## config.mk

```make
export PLATFORM = sky130hd
export DESIGN_NAME = tmr_cmp_top
export DESIGN_NICKNAME = d
export VERILOG_FILES = /design/src/rtl/tmr_pkg.sv /design/src/rtl/tmr_edge_sync.sv /design/src/rtl/tmr_mask_fsm.sv /design/src/rtl/tmr_cmp_chan.sv /design/src/rtl/tmr_cmp_top.sv
export SDC_FILE = /design/constraint.sdc
export NUM_CORES = 1
export LEC_CHECK = 0
export BUFFER_PORTS_ARGS = -buffer_cell sky130_fd_sc_hd__buf_4
export CORE_MARGIN = 2
export CORE_UTILIZATION = 40
export CTS_CLUSTER_SIZE = 10
export DETAILED_ROUTE_END_ITERATION = 12
export MAX_ROUTING_LAYER = met4
export PLACE_DENSITY = 0.58
export SYNTH_ARGS = -nofsm -noshare
export SYNTH_HDL_FRONTEND = slang
export SYNTH_SLANG_ARGS = --single-unit
export TNS_END_PERCENT = 100
```

## constraint.sdc

```tcl
create_clock -name clk -period 2 [get_ports clk]
set_clock_uncertainty 0.15 [all_clocks]
set_input_delay 0.1 -clock clk [delete_from_list [all_inputs] [get_ports clk]]
set_output_delay 0.1 -clock clk [all_outputs]
set_load 0.02 [all_outputs]
```

## src/rtl/tmr_pkg.sv

```systemverilog
package tmr_pkg;
    typedef enum logic [1:0] {
        WM_FREE  = 2'b00,
        WM_CLEAR = 2'b01,
        WM_PWM0  = 2'b10,
        WM_PWM1  = 2'b11
    } wave_mode_e;

    typedef enum logic [1:0] {
        COM_HOLD   = 2'b00,
        COM_TOGGLE = 2'b01,
        COM_LOW    = 2'b10,
        COM_HIGH   = 2'b11
    } com_e;

    typedef enum logic [1:0] {
        SRC_STOP = 2'b00,
        SRC_SYS  = 2'b01,
        SRC_RISE = 2'b10,
        SRC_FALL = 2'b11
    } clk_src_e;

    typedef enum logic {
        ST_ARMED  = 1'b0,
        ST_MASKED = 1'b1
    } mask_state_e;
endpackage

```

## src/rtl/tmr_edge_sync.sv

```systemverilog
module tmr_edge_sync (
    input  logic clk,
    input  logic rst_n,
    input  logic pin,
    input  logic fall_sel,
    output logic pulse
);
    logic sync1_q, sync2_q, prev_q;

    always_ff @(posedge clk or negedge rst_n) begin
        if (!rst_n) begin
            sync1_q <= 1'b0;
            sync2_q <= 1'b0;
            prev_q  <= 1'b0;
        end else begin
            sync1_q <= pin;
            sync2_q <= sync1_q;
            prev_q  <= sync2_q;
        end
    end

    always_comb begin
        if (fall_sel) pulse = prev_q & ~sync2_q;
        else          pulse = sync2_q & ~prev_q;
    end
endmodule

```

## src/rtl/tmr_mask_fsm.sv

```systemverilog
module tmr_mask_fsm
    import tmr_pkg::*;
(
    input  logic clk,
    input  logic rst_n,
    input  logic cnt_wr,
    input  logic tick,
    output logic cmp_ok
);
    mask_state_e state_q, state_d;

    always_ff @(posedge clk or negedge rst_n) begin
        if (!rst_n) state_q <= ST_ARMED;
        else        state_q <= state_d;
    end

    always_comb begin
        state_d = state_q;
        unique case (state_q)
            ST_ARMED:  if (cnt_wr) state_d = ST_MASKED;
            ST_MASKED: begin
                if (cnt_wr)    state_d = ST_MASKED;
                else if (tick) state_d = ST_ARMED;
            end
            default:   state_d = ST_ARMED;
        endcase
    end

    always_comb begin
        cmp_ok = (state_q == ST_ARMED);
    end
endmodule

```

## src/rtl/tmr_cmp_chan.sv

```systemverilog
module tmr_cmp_chan
    import tmr_pkg::*;
#(
    parameter int CNT_W = 16
) (
    input  logic             clk,
    input  logic             rst_n,
    input  logic             tick,
    input  logic             cmp_ok,
    input  logic             pwm,
    input  logic             force_stb,
    input  logic [1:0]       com,
    input  logic [CNT_W-1:0] cnt,
    input  logic [CNT_W-1:0] ocr,
    output logic             match,
    output logic             oc,
    output logic             evt
);
    logic oc_q, evt_q, hit, act, oc_d;

    assign match = (cnt == ocr);
    assign hit   = tick & cmp_ok & match;
    assign act   = ~pwm & (force_stb | hit);

    always_comb begin
        oc_d = oc_q;
        if (act) begin
            unique case (com_e'(com))
                COM_HOLD:   oc_d = oc_q;
                COM_TOGGLE: oc_d = ~oc_q;
                COM_LOW:    oc_d = 1'b0;
                COM_HIGH:   oc_d = 1'b1;
                default:    oc_d = oc_q;
            endcase
        end
    end

    always_ff @(posedge clk or negedge rst_n) begin
        if (!rst_n) begin
            oc_q  <= 1'b0;
            evt_q <= 1'b0;
        end else begin
            oc_q  <= oc_d;
            evt_q <= hit;
        end
    end

    assign oc  = oc_q;
    assign evt = evt_q;

    // a strobe alone never yields an event
    assert_force_no_event_R10: assert property (@(posedge clk) disable iff (!rst_n)
        (force_stb && !tick) |=> !evt_q);
    // pins frozen in PWM-style modes
    assert_pwm_holds_pin_R11: assert property (@(posedge clk) disable iff (!rst_n)
        pwm |=> $stable(oc_q));
    // events only follow a tick
    assert_event_on_tick_R6: assert property (@(posedge clk) disable iff (!rst_n)
        evt_q |-> $past(tick));
endmodule

```

## src/rtl/tmr_cmp_top.sv

```systemverilog
module tmr_cmp_top
    import tmr_pkg::*;
#(
    parameter int DATA_W = 8,
    parameter int N_CH   = 3,
    parameter int ADDR_W = 4
) (
    input  logic                clk,
    input  logic                rst_n,
    input  logic [1:0]          wave_mode,
    input  logic [1:0]          clk_src,
    input  logic [2*N_CH-1:0]   com_mode,
    input  logic                ext_clk_pin,
    input  logic [ADDR_W-1:0]   bus_addr,
    input  logic                bus_wr,
    input  logic                bus_rd,
    input  logic [DATA_W-1:0]   bus_wdata,
    output logic [DATA_W-1:0]   bus_rdata,
    output logic [N_CH-1:0]     oc_pin,
    output logic [N_CH-1:0]     cmp_event
);
    localparam int CNT_W      = 2 * DATA_W;
    localparam int FORCE_ADDR = 2 + 2 * N_CH;

    logic [CNT_W-1:0]  cnt_q;
    logic [DATA_W-1:0] hold_q;
    logic [CNT_W-1:0]  ocr_q [N_CH];
    logic [N_CH-1:0]   ch_match;
    logic [N_CH-1:0]   force_stb;
    logic              ext_pulse, tick_raw, tick_eff, cmp_ok, pwm;
    logic              cnt_lo_wr, cnt_lo_rd, hi_wr, force_wr, ctc_clear;

    assign cnt_lo_wr = bus_wr && (bus_addr == ADDR_W'(0));
    assign cnt_lo_rd = bus_rd && (bus_addr == ADDR_W'(0));
    assign hi_wr     = bus_wr && bus_addr[0] && (bus_addr < ADDR_W'(FORCE_ADDR));
    assign force_wr  = bus_wr && (bus_addr == ADDR_W'(FORCE_ADDR));
    assign pwm       = wave_mode[1];

    tmr_edge_sync u_edge (
        .clk      (clk),
        .rst_n    (rst_n),
        .pin      (ext_clk_pin),
        .fall_sel (clk_src[0]),
        .pulse    (ext_pulse)
    );

    always_comb begin
        unique case (clk_src_e'(clk_src))
            SRC_STOP: tick_raw = 1'b0;
            SRC_SYS:  tick_raw = 1'b1;
            SRC_RISE: tick_raw = ext_pulse;
            SRC_FALL: tick_raw = ext_pulse;
            default:  tick_raw = 1'b0;
        endcase
    end
    assign tick_eff = tick_raw & ~cnt_lo_wr;

    tmr_mask_fsm u_mask (
        .clk    (clk),
        .rst_n  (rst_n),
        .cnt_wr (cnt_lo_wr),
        .tick   (tick_eff),
        .cmp_ok (cmp_ok)
    );

    assign ctc_clear = (wave_mode == WM_CLEAR) && cmp_ok && ch_match[0];

    always_ff @(posedge clk or negedge rst_n) begin
        if (!rst_n) begin
            hold_q <= '0;
        end else if (hi_wr) begin
            hold_q <= bus_wdata;
        end else if (cnt_lo_rd) begin
            hold_q <= cnt_q[CNT_W-1:DATA_W];
        end
    end

    always_ff @(posedge clk or negedge rst_n) begin
        if (!rst_n) begin
            cnt_q <= '0;
        end else if (cnt_lo_wr) begin
            cnt_q <= {hold_q, bus_wdata};
        end else if (tick_eff) begin
            if (ctc_clear) cnt_q <= '0;
            else           cnt_q <= cnt_q + CNT_W'(1);
        end
    end

    for (genvar i = 0; i < N_CH; i++) begin : g_ch
        localparam logic [ADDR_W-1:0] LO_ADDR = ADDR_W'(2 + 2 * i);

        always_ff @(posedge clk or negedge rst_n) begin
            if (!rst_n) begin
                ocr_q[i] <= '0;
            end else if (bus_wr && (bus_addr == LO_ADDR)) begin
                ocr_q[i] <= {hold_q, bus_wdata};
            end
        end

        assign force_stb[i] = force_wr & bus_wdata[DATA_W-1-i];

        tmr_cmp_chan #(.CNT_W(CNT_W)) u_chan (
            .clk       (clk),
            .rst_n     (rst_n),
            .tick      (tick_eff),
            .cmp_ok    (cmp_ok),
            .pwm       (pwm),
            .force_stb (force_stb[i]),
            .com       (com_mode[2*i+1:2*i]),
            .cnt       (cnt_q),
            .ocr       (ocr_q[i]),
            .match     (ch_match[i]),
            .oc        (oc_pin[i]),
            .evt       (cmp_event[i])
        );
    end

    always_comb begin
        bus_rdata = '0;
        if (bus_addr == ADDR_W'(0)) bus_rdata = cnt_q[DATA_W-1:0];
        if (bus_addr == ADDR_W'(1)) bus_rdata = hold_q;
        for (int k = 0; k < N_CH; k++) begin
            if (bus_addr == ADDR_W'(2 + 2 * k)) bus_rdata = ocr_q[k][DATA_W-1:0];
            if (bus_addr == ADDR_W'(3 + 2 * k)) bus_rdata = ocr_q[k][CNT_W-1:DATA_W];
        end
    end

    // a tick taken while masked produces no event on any channel
    assert_masked_tick_silent_R9: assert property (@(posedge clk) disable iff (!rst_n)
        (tick_eff && !cmp_ok) |=> (cmp_event == '0));
    // armed A match in clear mode returns the counter to zero
    assert_ctc_clear_R8: assert property (@(posedge clk) disable iff (!rst_n)
        (tick_eff && cmp_ok && (wave_mode == 2'b01) && ch_match[0]) |=> (cnt_q == '0));
    // a force strobe leaves the counter alone
    assert_force_keeps_cnt_R10: assert property (@(posedge clk) disable iff (!rst_n)
        (force_wr && !tick_eff) |=> (cnt_q == $past(cnt_q)));
endmodule

```

==> results of run 1 <==
-- layer usage --
layer | vias up | GRT usage
met2 | 193 | 0.396
met4 | 0 | 0.118
met1 | 2246 | 0.340
met5 | - | -
li1 | 2046 | -
met3 | 34 | 0.0484
-- cells in the final DEF, fill, tap and decap left out, types with 3 or more instances in the layout --
| cell | Yosys | final |
|---|---|---|
| sky130_fd_sc_hd__buf_6 | 4 | 15 |
| sky130_fd_sc_hd__nor3_1 | 5 | 5 |
| sky130_fd_sc_hd__mux4_2 | 7 | 8 |
| sky130_fd_sc_hd__a21oi_1 | 23 | 17 |
| sky130_fd_sc_hd__dfrtp_2 | 0 | 10 |
| sky130_fd_sc_hd__inv_1 | 5 | 4 |
| sky130_fd_sc_hd__o21a_1 | 9 | 9 |
| sky130_fd_sc_hd__or3b_2 | 3 | 3 |
| sky130_fd_sc_hd__nand2_1 | 34 | 33 |
| sky130_fd_sc_hd__buf_12 | 0 | 3 |
| sky130_fd_sc_hd__dlygate4sd3_1 | 0 | 11 |
| sky130_fd_sc_hd__o22ai_1 | 8 | 5 |
| sky130_fd_sc_hd__dfrtp_1 | 82 | 72 |
| sky130_fd_sc_hd__xor2_2 | 0 | 3 |
| sky130_fd_sc_hd__nor4_2 | 4 | 10 |
| sky130_fd_sc_hd__nand3_1 | 10 | 8 |
| sky130_fd_sc_hd__a2111oi_2 | 0 | 3 |
| sky130_fd_sc_hd__o21ai_0 | 14 | 6 |
| sky130_fd_sc_hd__o221a_2 | 7 | 5 |
| sky130_fd_sc_hd__a2111oi_4 | 0 | 4 |
| sky130_fd_sc_hd__nor4_1 | 10 | 4 |
| sky130_fd_sc_hd__o211ai_1 | 4 | 4 |
| sky130_fd_sc_hd__mux2i_1 | 10 | 10 |
| sky130_fd_sc_hd__and2_1 | 4 | 4 |
| sky130_fd_sc_hd__nor2_1 | 39 | 37 |
| sky130_fd_sc_hd__a31oi_1 | 10 | 10 |
| sky130_fd_sc_hd__o21ai_1 | 0 | 6 |
| sky130_fd_sc_hd__xor2_1 | 48 | 44 |
| sky130_fd_sc_hd__a21oi_2 | 0 | 6 |
| sky130_fd_sc_hd__nor2b_1 | 7 | 7 |
| sky130_fd_sc_hd__clkbuf_16 | 0 | 9 |
| sky130_fd_sc_hd__a211oi_1 | 6 | 6 |
| sky130_fd_sc_hd__or3_1 | 6 | 4 |
| sky130_fd_sc_hd__mux2_2 | 49 | 49 |
| sky130_fd_sc_hd__o22ai_2 | 0 | 3 |
| sky130_fd_sc_hd__buf_4 | 14 | 117 |
| sky130_fd_sc_hd__nand4_1 | 4 | 4 |
| sky130_fd_sc_hd__o31ai_1 | 3 | 3 |
-- repair_timing --
item | 4_1_cts | 5_1_grt
hold buffers | 11 | 0
cloned | 0 | 1
setup endpoints to repair | 27 | 27
pin swaps | 23 | 21
buffers inserted | 11 | 12
resized for setup | 52 | 42
endpoints found under the hold margin | 77 | 0
-- worst paths after layout --
check	from	to	slack, ns	cells past startpoint
min in group asynchronous	rst_n	ocr_q[39]	0.11	2
setup / recovery	cnt_q[11]	g_ch[0].u_chan.oc	-0.08	6
max in group asynchronous	rst_n	hold_q[3]	0.94	3
hold reg to reg	u_edge.sync1_q	u_edge.sync2_q	0.20	0
hold / removal	com_mode[5]	g_ch[2].u_chan.oc	0.04	5
setup reg to reg	cnt_q[11]	g_ch[0].u_chan.oc	-0.08	6
-- worst max-delay path, cell delays in order, from the launching register on --
cell                       delay (ns)
sky130_fd_sc_hd__dfrtp_1         0.45
sky130_fd_sc_hd__xor2_1          0.18
sky130_fd_sc_hd__nor4_1          0.37
sky130_fd_sc_hd__nand4_1         0.20
sky130_fd_sc_hd__buf_6           0.21
sky130_fd_sc_hd__or3_1           0.35
sky130_fd_sc_hd__o211ai_1        0.09
-- layout make-up --
| class | instances | area (um2) | area share |
|---|---|---|---|
| inverter | 5 | 21.3 | 0.00307 |
| sequential | 82 | 2060 | 0.298 |
| tap | 172 | 215 | 0.0311 |
| timing repair buffer | 146 | 1220 | 0.176 |
| clock buffer | 11 | 243 | 0.0351 |
| clock inverter | 4 | 76.3 | 0.0110 |
| multi-input combinational | 365 | 3090 | 0.446 |
-- Yosys cell counts, types with 2 or more instances --
library cell,number,area share
sky130_fd_sc_hd__o31ai_1,3,0.0044
sky130_fd_sc_hd__mux2_2,49,0.11
sky130_fd_sc_hd__nor4_1,10,0.012
sky130_fd_sc_hd__buf_6,4,0.0088
sky130_fd_sc_hd__buf_1,2,0.0015
sky130_fd_sc_hd__nor2_1,39,0.029
sky130_fd_sc_hd__a2111oi_0,8,0.014
sky130_fd_sc_hd__o211ai_1,4,0.0059
sky130_fd_sc_hd__o22ai_1,8,0.0098
sky130_fd_sc_hd__buf_2,15,0.015
sky130_fd_sc_hd__and3_1,3,0.0037
sky130_fd_sc_hd__mux4_2,7,0.031
sky130_fd_sc_hd__a31oi_1,10,0.012
sky130_fd_sc_hd__and2_1,4,0.0049
sky130_fd_sc_hd__nor3_1,5,0.0049
sky130_fd_sc_hd__o21ai_0,14,0.014
sky130_fd_sc_hd__o221a_2,7,0.015
sky130_fd_sc_hd__a221oi_1,2,0.0034
sky130_fd_sc_hd__o2111ai_1,2,0.0034
sky130_fd_sc_hd__mux2i_1,10,0.020
sky130_fd_sc_hd__nand2b_1,2,0.0025
sky130_fd_sc_hd__or3b_2,3,0.0052
sky130_fd_sc_hd__a211oi_1,6,0.0088
sky130_fd_sc_hd__or3_1,6,0.0074
sky130_fd_sc_hd__a21oi_1,23,0.023
sky130_fd_sc_hd__nor2b_1,7,0.0086
sky130_fd_sc_hd__xor2_1,48,0.082
sky130_fd_sc_hd__nand3_1,10,0.0098
sky130_fd_sc_hd__nand2_1,34,0.025
sky130_fd_sc_hd__nand4_1,4,0.0049
sky130_fd_sc_hd__clkbuf_1,9,0.0066
sky130_fd_sc_hd__inv_1,5,0.0037
sky130_fd_sc_hd__o311a_1,2,0.0039
sky130_fd_sc_hd__o21a_1,9,0.013
sky130_fd_sc_hd__dfrtp_1,82,0.40
sky130_fd_sc_hd__buf_4,14,0.021
sky130_fd_sc_hd__nor4_2,4,0.0098
-- kinds of logic after synthesis --
family	after synthesis	synth area share
AOI/OAI and AO/OA	104	0.143
and+or+nand+nor	143	0.148
adders and majority gates	1	0.00245
DFF	82	0.402
buffers and inverters	49	0.0559
xor gates and xnor gates	49	0.0842
muxes	67	0.164
-- sequential cells by signal, summed over array words and instances, names as in the netlist --
name             cells
u_edge.prev_q        1
g_ch.u_chan.oc       3
hold_q               8
ocr_q               48
u_mask.state_q       1
u_edge.sync1_q       1
g_ch.u_chan.evt      3
cnt_q               16
u_edge.sync2_q       1
-- through the flow --
stage / util / setup WS (ns) / cell area (um2) / setup TNS [ns]
2_1_floorplan: - / 0.0443 / 5100 / 0
3_3_place_gp: 0.473 / -0.0994 / 5920 / -0.345
3_5_place_dp: 0.473 / -0.151 / 5920 / -1.19
4_1_cts: 0.526 / -0.0585 / 6580 / -0.215
5_1_grt: 0.553 / -0.186 / 6920 / -2.48
6_report: 0.553 / -0.0845 / 6920 / -0.572
-- power by group through the flow --
stage	clock (uW)	sequential, uW	combinational [uW]
after detailed placement	0	2360	1470
after global placement	0	2350	1440
after global routing	1900	2390	1800
after CTS	1830	2340	1580
after floorplan	0	2180	990
final	1800	2360	1680
==> flow_summary.rst, run 1 <==
.. list-table::
   :header-rows: 1

   * - Metric
     - Value
   * - Filler Cells Inserted
     - 1,112
   * - Ports
     - 41
   * - Count of mapped cells out of synthesis
     - 495
   * - Chip Width
     - 117 um
   * - Total of warnings raised by yosys
     - 0
   * - Synthesized area per cell
     - 10.3 um2
   * - Portion of the post-synthesis area used by sequential elements
     - 0.402
   * - Initial antenna violation count
     - 0
   * - Residual DRC
     - 0
   * - Die area
     - 13,700 um2
   * - Achievable Freq
     - 480 MHz
   * - Final standard cell count with taps included and fillers excluded
     - 785
   * - Pin count of the biggest net entering global routing
     - 49
   * - Clk buf depth
     - 2
   * - Type of origin of the critical path
     - register
   * - Sw frac
     - 0.317
   * - Top metal layer carrying routed signals
     - met4
   * - Share of async-settable or async-resettable flops after synthesis
     - 1.00
   * - Total global routing track utilization
     - 0.261
   * - Total design power
     - 5840 uW
   * - Relative contribution of the clock network to total power
     - 0.307
   * - Fraction of final layout cells sized beyond drive strength 1
     - 0.458
   * - Relative max-transition margin
     - 0.485
   * - 1st-pass router iterations
     - 6
   * - Switching power total
     - 1850 uW
   * - Max-slew violation total from the final report
     - 0
   * - Cell leakage power
     - 0.00280 uW
   * - Detailed Place HPWL
     - 11.8 mm
   * - Tightest Hold Check Type
     - in2reg
   * - Post-detailed-route via-to-cell ratio
     - 5.76
   * - Placeable Area
     - 12,500 um2
   * - Number of nets in the layout
     - 637
   * - Number of global-route vias before repair
     - 4,495
   * - Post-route ant nets
     - 0
   * - TritonCTS clock tree
     - yes
   * - Worst slack on hold paths
     - 0.0404 ns
   * - Period Utilization, post-route
     - 1.04
   * - Met2 routed WL
     - 7.81 mm
   * - Global placement routability congestion
     - 0.952
   * - Netlist Area Pre-Place
     - 5100 um2
   * - Worst setup path category
     - reg2reg
   * - Total met3 wirelength after detailed routing
     - 1.20 mm
   * - Number of enable-type register cells in the synthesized netlist
     - 0
   * - Signed area change from the synthesized netlist to the final layout
     - 35.8%
   * - Worst setup slack after layout
     - -0.0845 ns
   * - Internal power contribution
     - 3990 uW
   * - Final Routed Wirelength
     - 16.6 mm
   * - Placed cells
     - 736
   * - RSZ-0062 raised after global routing
     - yes
   * - Cell at the root of the clock tree
     - sky130_fd_sc_hd__clkbuf_16
   * - Reported max-cap violation count
     - 0
   * - Mapped Nets
     - 523
   * - CTS Buf Count
     - 9
   * - Total power divided by cell area
     - 843 nW/um2
   * - Yosys reg bits
     - 82
   * - Top fanout value on the critical path
     - 13
   * - Total number of vias
     - 4,519
   * - Number of library cell types mapped by synthesis
     - 58
   * - Required time reported for the critical path endpoint
     - 2.12 ns
   * - Initial standard-cell utilization of the core
     - 0.407
   * - Finish-stage setup viols
     - 15
   * - Number of buffer cells added on primary ports
     - 40
   * - CTS clock-pin slew for the worst setup and hold paths
     - 0.06 ns
   * - Maximum vdd ir drop
     - 0.403 mV
   * - Most used DFF post-synth
     - sky130_fd_sc_hd__dfrtp_1
   * - Ant diodes
     - 0
   * - CTS sink count
     - 82
   * - Violated checks
     - negative setup slack
   * - Capturing element type of the critical path
     - register
   * - Minimum clock period after layout
     - 2.08 ns
   * - Clock latency on the worst-skew pair
     - 0.35 ns
   * - Initial drt markers
     - 502
   * - Die outline height
     - 117 um
   * - Part of the total power dissipated in sequential elements
     - 0.405
   * - Share of total power in combinational logic
     - 0.288
   * - H-tree Lvls
     - 3
   * - Pin slew with the least headroom to its limit
     - 0.770 ns
   * - Overall overflow remaining after global route
     - 0
   * - Routed wire per std cell
     - 21.1 um
   * - Hold violation total from the final report
     - 0
   * - First-pass GRT wire length
     - 25.4 mm
   * - Number of cell rows
     - 41
   * - Status
     - finished, violations left
   * - Post-Route M1 WL
     - 7.12 mm
   * - Data arrival, critical path
     - 2.20 ns
(Power assumes the default switching activity.)
==> run 2: changes to the inputs <==
--- a/config.mk
+++ b/config.mk
@@ -7,11 +7,11 @@
 export LEC_CHECK = 0
 export BUFFER_PORTS_ARGS = -buffer_cell sky130_fd_sc_hd__buf_4
 export CORE_MARGIN = 2
-export CORE_UTILIZATION = 40
+export CORE_UTILIZATION = 45
 export CTS_CLUSTER_SIZE = 10
 export DETAILED_ROUTE_END_ITERATION = 12
 export MAX_ROUTING_LAYER = met4
-export PLACE_DENSITY = 0.58
+export PLACE_DENSITY = 0.64
 export SYNTH_ARGS = -nofsm -noshare
 export SYNTH_HDL_FRONTEND = slang
 export SYNTH_SLANG_ARGS = --single-unit
==> run 2 against run 1 <==
Net effect:
- the run still ends with negative setup slack left
- total power increased by 2.3%
- combinational power up 5%
- sequential cell count unchanged
- highest routed layer unchanged
==> flow_summary.rst, run 2 (synthesized netlist as in run 1, its figures left out) <==
.. list-table::
   :header-rows: 1

   * - Metric
     - Value
   * - Global placement routability congestion
     - 0.979 (+2.8%)
   * - Initial drt markers
     - 309 (-38%)
   * - Largest incremental delay on the critical path
     - 0.43 ns (-0.02 ns)
   * - Most flop-heavy register
     - ocr_q
   * - CTS clock-pin slew for the worst setup and hold paths
     - 0.06 ns (about the same)
   * - Cell leakage power
     - 0.00281 uW (+0.30%)
   * - Hold violation total from the final report
     - 0 (unchanged)
   * - Worst setup slack after layout
     - -0.104 ns (-0.0196 ns)
   * - Chip Width
     - 110 um (-5.5%)
   * - Finish-stage setup viols
     - 21 (+6)
   * - Initial standard-cell utilization of the core
     - 0.466 (+0.0589)
   * - Sw frac
     - 0.326 (+0.00964)
   * - Data arrival, critical path
     - 1.85 ns (-0.35 ns)
   * - Ports
     - 41 (unchanged)
   * - Required time reported for the critical path endpoint
     - 1.75 ns (-0.37 ns)
   * - Cell at the root of the clock tree
     - sky130_fd_sc_hd__clkbuf_16
   * - Die area
     - 12,200 um2 (-11%)
   * - Met2 Resource Use GR
     - 0.393 (-0.00351)
   * - Worst slack on hold paths
     - 0.0510 ns (+0.0107 ns)
   * - Minimum clock period after layout
     - 2.10 ns (+0.0196 ns)
   * - Top library cells by usage in the layout, fill and taps aside
     - sky130_fd_sc_hd__buf_4 (108), sky130_fd_sc_hd__dfrtp_1 (70), sky130_fd_sc_hd__mux2_2 (49)
   * - Relative max-transition margin
     - 0.491 (+0.00525)
   * - Period Utilization, post-route
     - 1.05 (+0.00980)
   * - TritonCTS clock tree
     - yes
   * - Capturing element type of the critical path
     - output port
   * - Cells along the critical path
     - buf_6 > inv_2 > or3_4 > a21oi_2 > o21ai_1 > a21oi_2 > buf_4
   * - Max-slew violation total from the final report
     - 0 (unchanged)
   * - Total power divided by cell area
     - 858 nW/um2 (+1.7%)
   * - Status
     - finished, violations left
   * - Number of cell rows
     - 38 (-7.3%)
   * - CTS Buf Count
     - 9 (unchanged)
   * - Met1 Usage GRT
     - 0.363 (+0.0228)
   * - Detailed Place HPWL
     - 11.3 mm (-4.7%)
   * - Residual DRC
     - 0 (unchanged)
   * - Most Crowded Layer GR
     - met2
   * - Top fanout value on the critical path
     - 4 (-9)
   * - Ant diodes
     - 0 (unchanged)
   * - Switching power total
     - 1950 uW (+5.4%)
   * - RSZ-0062 raised after global routing
     - yes
   * - Global Route met3 Usage
     - 0.0692 (+0.0208)
   * - Clk buf depth
     - 2 (unchanged)
   * - Tightest Hold Check Type
     - in2reg
   * - Cell repeated most along the worst path
     - sky130_fd_sc_hd__a21oi_2
   * - Post-route ant nets
     - 0 (unchanged)
   * - Filler Cells Inserted
     - 848 (-24%)
   * - Number of global-route vias before repair
     - 4,445 (-1.1%)
   * - Share of total power in combinational logic
     - 0.296 (+0.008)
   * - Biggest regs
     - ocr_q: 48 flops, cnt_q: 16 flops, hold_q: 8 flops
   * - Achievable Freq
     - 475 MHz (-0.93%)
   * - Die outline height
     - 110 um (-5.5%)
   * - Final Routed Wirelength
     - 16.3 mm (-1.9%)
   * - Pin count of the biggest net entering global routing
     - 39 (-20%)
   * - CTS sink count
     - 82 (unchanged)
   * - Total design power
     - 5970 uW (+2.3%)
   * - 1st-pass router iterations
     - 4 (-2)
   * - Fraction of final layout cells sized beyond drive strength 1
     - 0.476 (+0.0179)
   * - Clock latency on the worst-skew pair
     - 0.36 ns (about the same)
   * - H-tree Lvls
     - 3 (unchanged)
   * - Internal power contribution
     - 4020 uW (+0.82%)
   * - Number of nets in the layout
     - 634 (-0.47%)
   * - Total number of vias
     - 4,511 (-0.18%)
   * - Routed wire per std cell
     - 21.7 um (+2.5%)
   * - Crit path buffers/inverters
     - 3 (+2)
   * - First-pass GRT wire length
     - 25.0 mm (-1.5%)
   * - Signed area change from the synthesized netlist to the final layout
     - 36.5%
   * - Flip-flop count of the largest register after layout
     - 48 (unchanged)
   * - Violated checks
     - negative setup slack
   * - Post-detailed-route via-to-cell ratio
     - 6.01 (+4.3%)
   * - Worst setup path category
     - reg2out
   * - Pin slew with the least headroom to its limit
     - 0.762 ns (-0.00786 ns)
   * - Commonest non-fill, non-tap cell in the layout
     - sky130_fd_sc_hd__buf_4
   * - Relative contribution of the clock network to total power
     - 0.314 (+0.007)
   * - Reported max-cap violation count
     - 0 (unchanged)
   * - Number of buffer cells added on primary ports
     - 40 (unchanged)
   * - Initial antenna violation count
     - 0 (unchanged)
   * - Part of the total power dissipated in sequential elements
     - 0.390 (-0.015)
   * - Type of origin of the critical path
     - register
   * - Cell type of the slowest stage on the worst timing path
     - sky130_fd_sc_hd__dfrtp_2
   * - Total global routing track utilization
     - 0.272 (+0.0116)
   * - Cell type group with the largest total delay on the critical path
     - flip-flops
   * - Placeable Area
     - 10,900 um2 (-13%)
   * - Overall overflow remaining after global route
     - 0 (unchanged)
   * - Maximum vdd ir drop
     - 0.543 mV (+35%)
-- run 2: cell type report --
cell class | count | area (um2) | share of cell area
Multi-Input combinational cell | 364 | 3150 | 0.453
Sequential cell | 82 | 2070 | 0.297
Timing Repair Buffer | 144 | 1220 | 0.176
Clock buffer | 10 | 229 | 0.0329
Tap cell | 140 | 175 | 0.0252
Clock inverter | 6 | 97.6 | 0.0140
Inverter | 5 | 18.8 | 0.00270
-- run 2: worst min-delay path: cells and delay by family --
kind,cells,cell delay [ns]
AND/OR/NAND/NOR,2,0.21
AO/OA/AOI/OAI,2,0.13
buffers and inverters,1,0.08
-- run 2: power by group through the flow --
stage / registers (uW) / clock network (uW) / logic, uW
final: 2330 / 1880 / 1770
after global routing: 2370 / 1970 / 1890
after CTS: 2290 / 1880 / 1610
after detailed placement: 2320 / 0 / 1460
after global placement: 2310 / 0 / 1440
after floorplan: 2180 / 0 / 990
-- run 2: routing by layer --
metal | vias up | wire [um]
met4 | 0 | 609
met3 | 42 | 1040
met2 | 177 | 7690
li1 | 2033 | -
met5 | - | 0
met1 | 2259 | 6940
-- run 2: worst paths after layout --
| kind | from | depth (start not counted) | to | slack (ns) |
|---|---|---|---|---|
| max reg2reg | cnt_q[14] | 6 | g_ch[1].u_chan.oc | -0.10 |
| max in group asynchronous | rst_n | 3 | ocr_q[4] | 0.98 |
| min in group asynchronous | rst_n | 2 | ocr_q[47] | 0.11 |
| min | com_mode[3] | 5 | g_ch[1].u_chan.oc | 0.05 |
| max | cnt_q[6] | 7 | bus_rdata[6] | -0.10 |
| min reg2reg | u_edge.sync1_q | 0 | u_edge.sync2_q | 0.20 |
-- run 2: repair_timing --
action | CTS | global route
gates cloned | 1 | 0
gates resized for setup | 54 | 65
hold buffers | 11 | 0
hold endpoints to repair | 99 | 0
endpoints found under the setup margin | 24 | 26
pin swaps | 34 | 42
setup buffers | 11 | 8
-- run 2: stage by stage --
| stage | TNS, ns | cell area (um2) | std cells | util | setup WS (ns) |
|---|---|---|---|---|---|
| floorplan | 0 | 5100 | 495 | - | 0.0443 |
| global placement | -0.606 | 5900 | 706 | 0.539 | -0.132 |
| detailed placement | -1.32 | 5900 | 706 | 0.539 | -0.223 |
| CTS | -1.10 | 6590 | 743 | 0.603 | -0.154 |
| global route | -2.21 | 6960 | 751 | 0.637 | -0.163 |
| finish | -0.881 | 6960 | 751 | 0.637 | -0.104 |
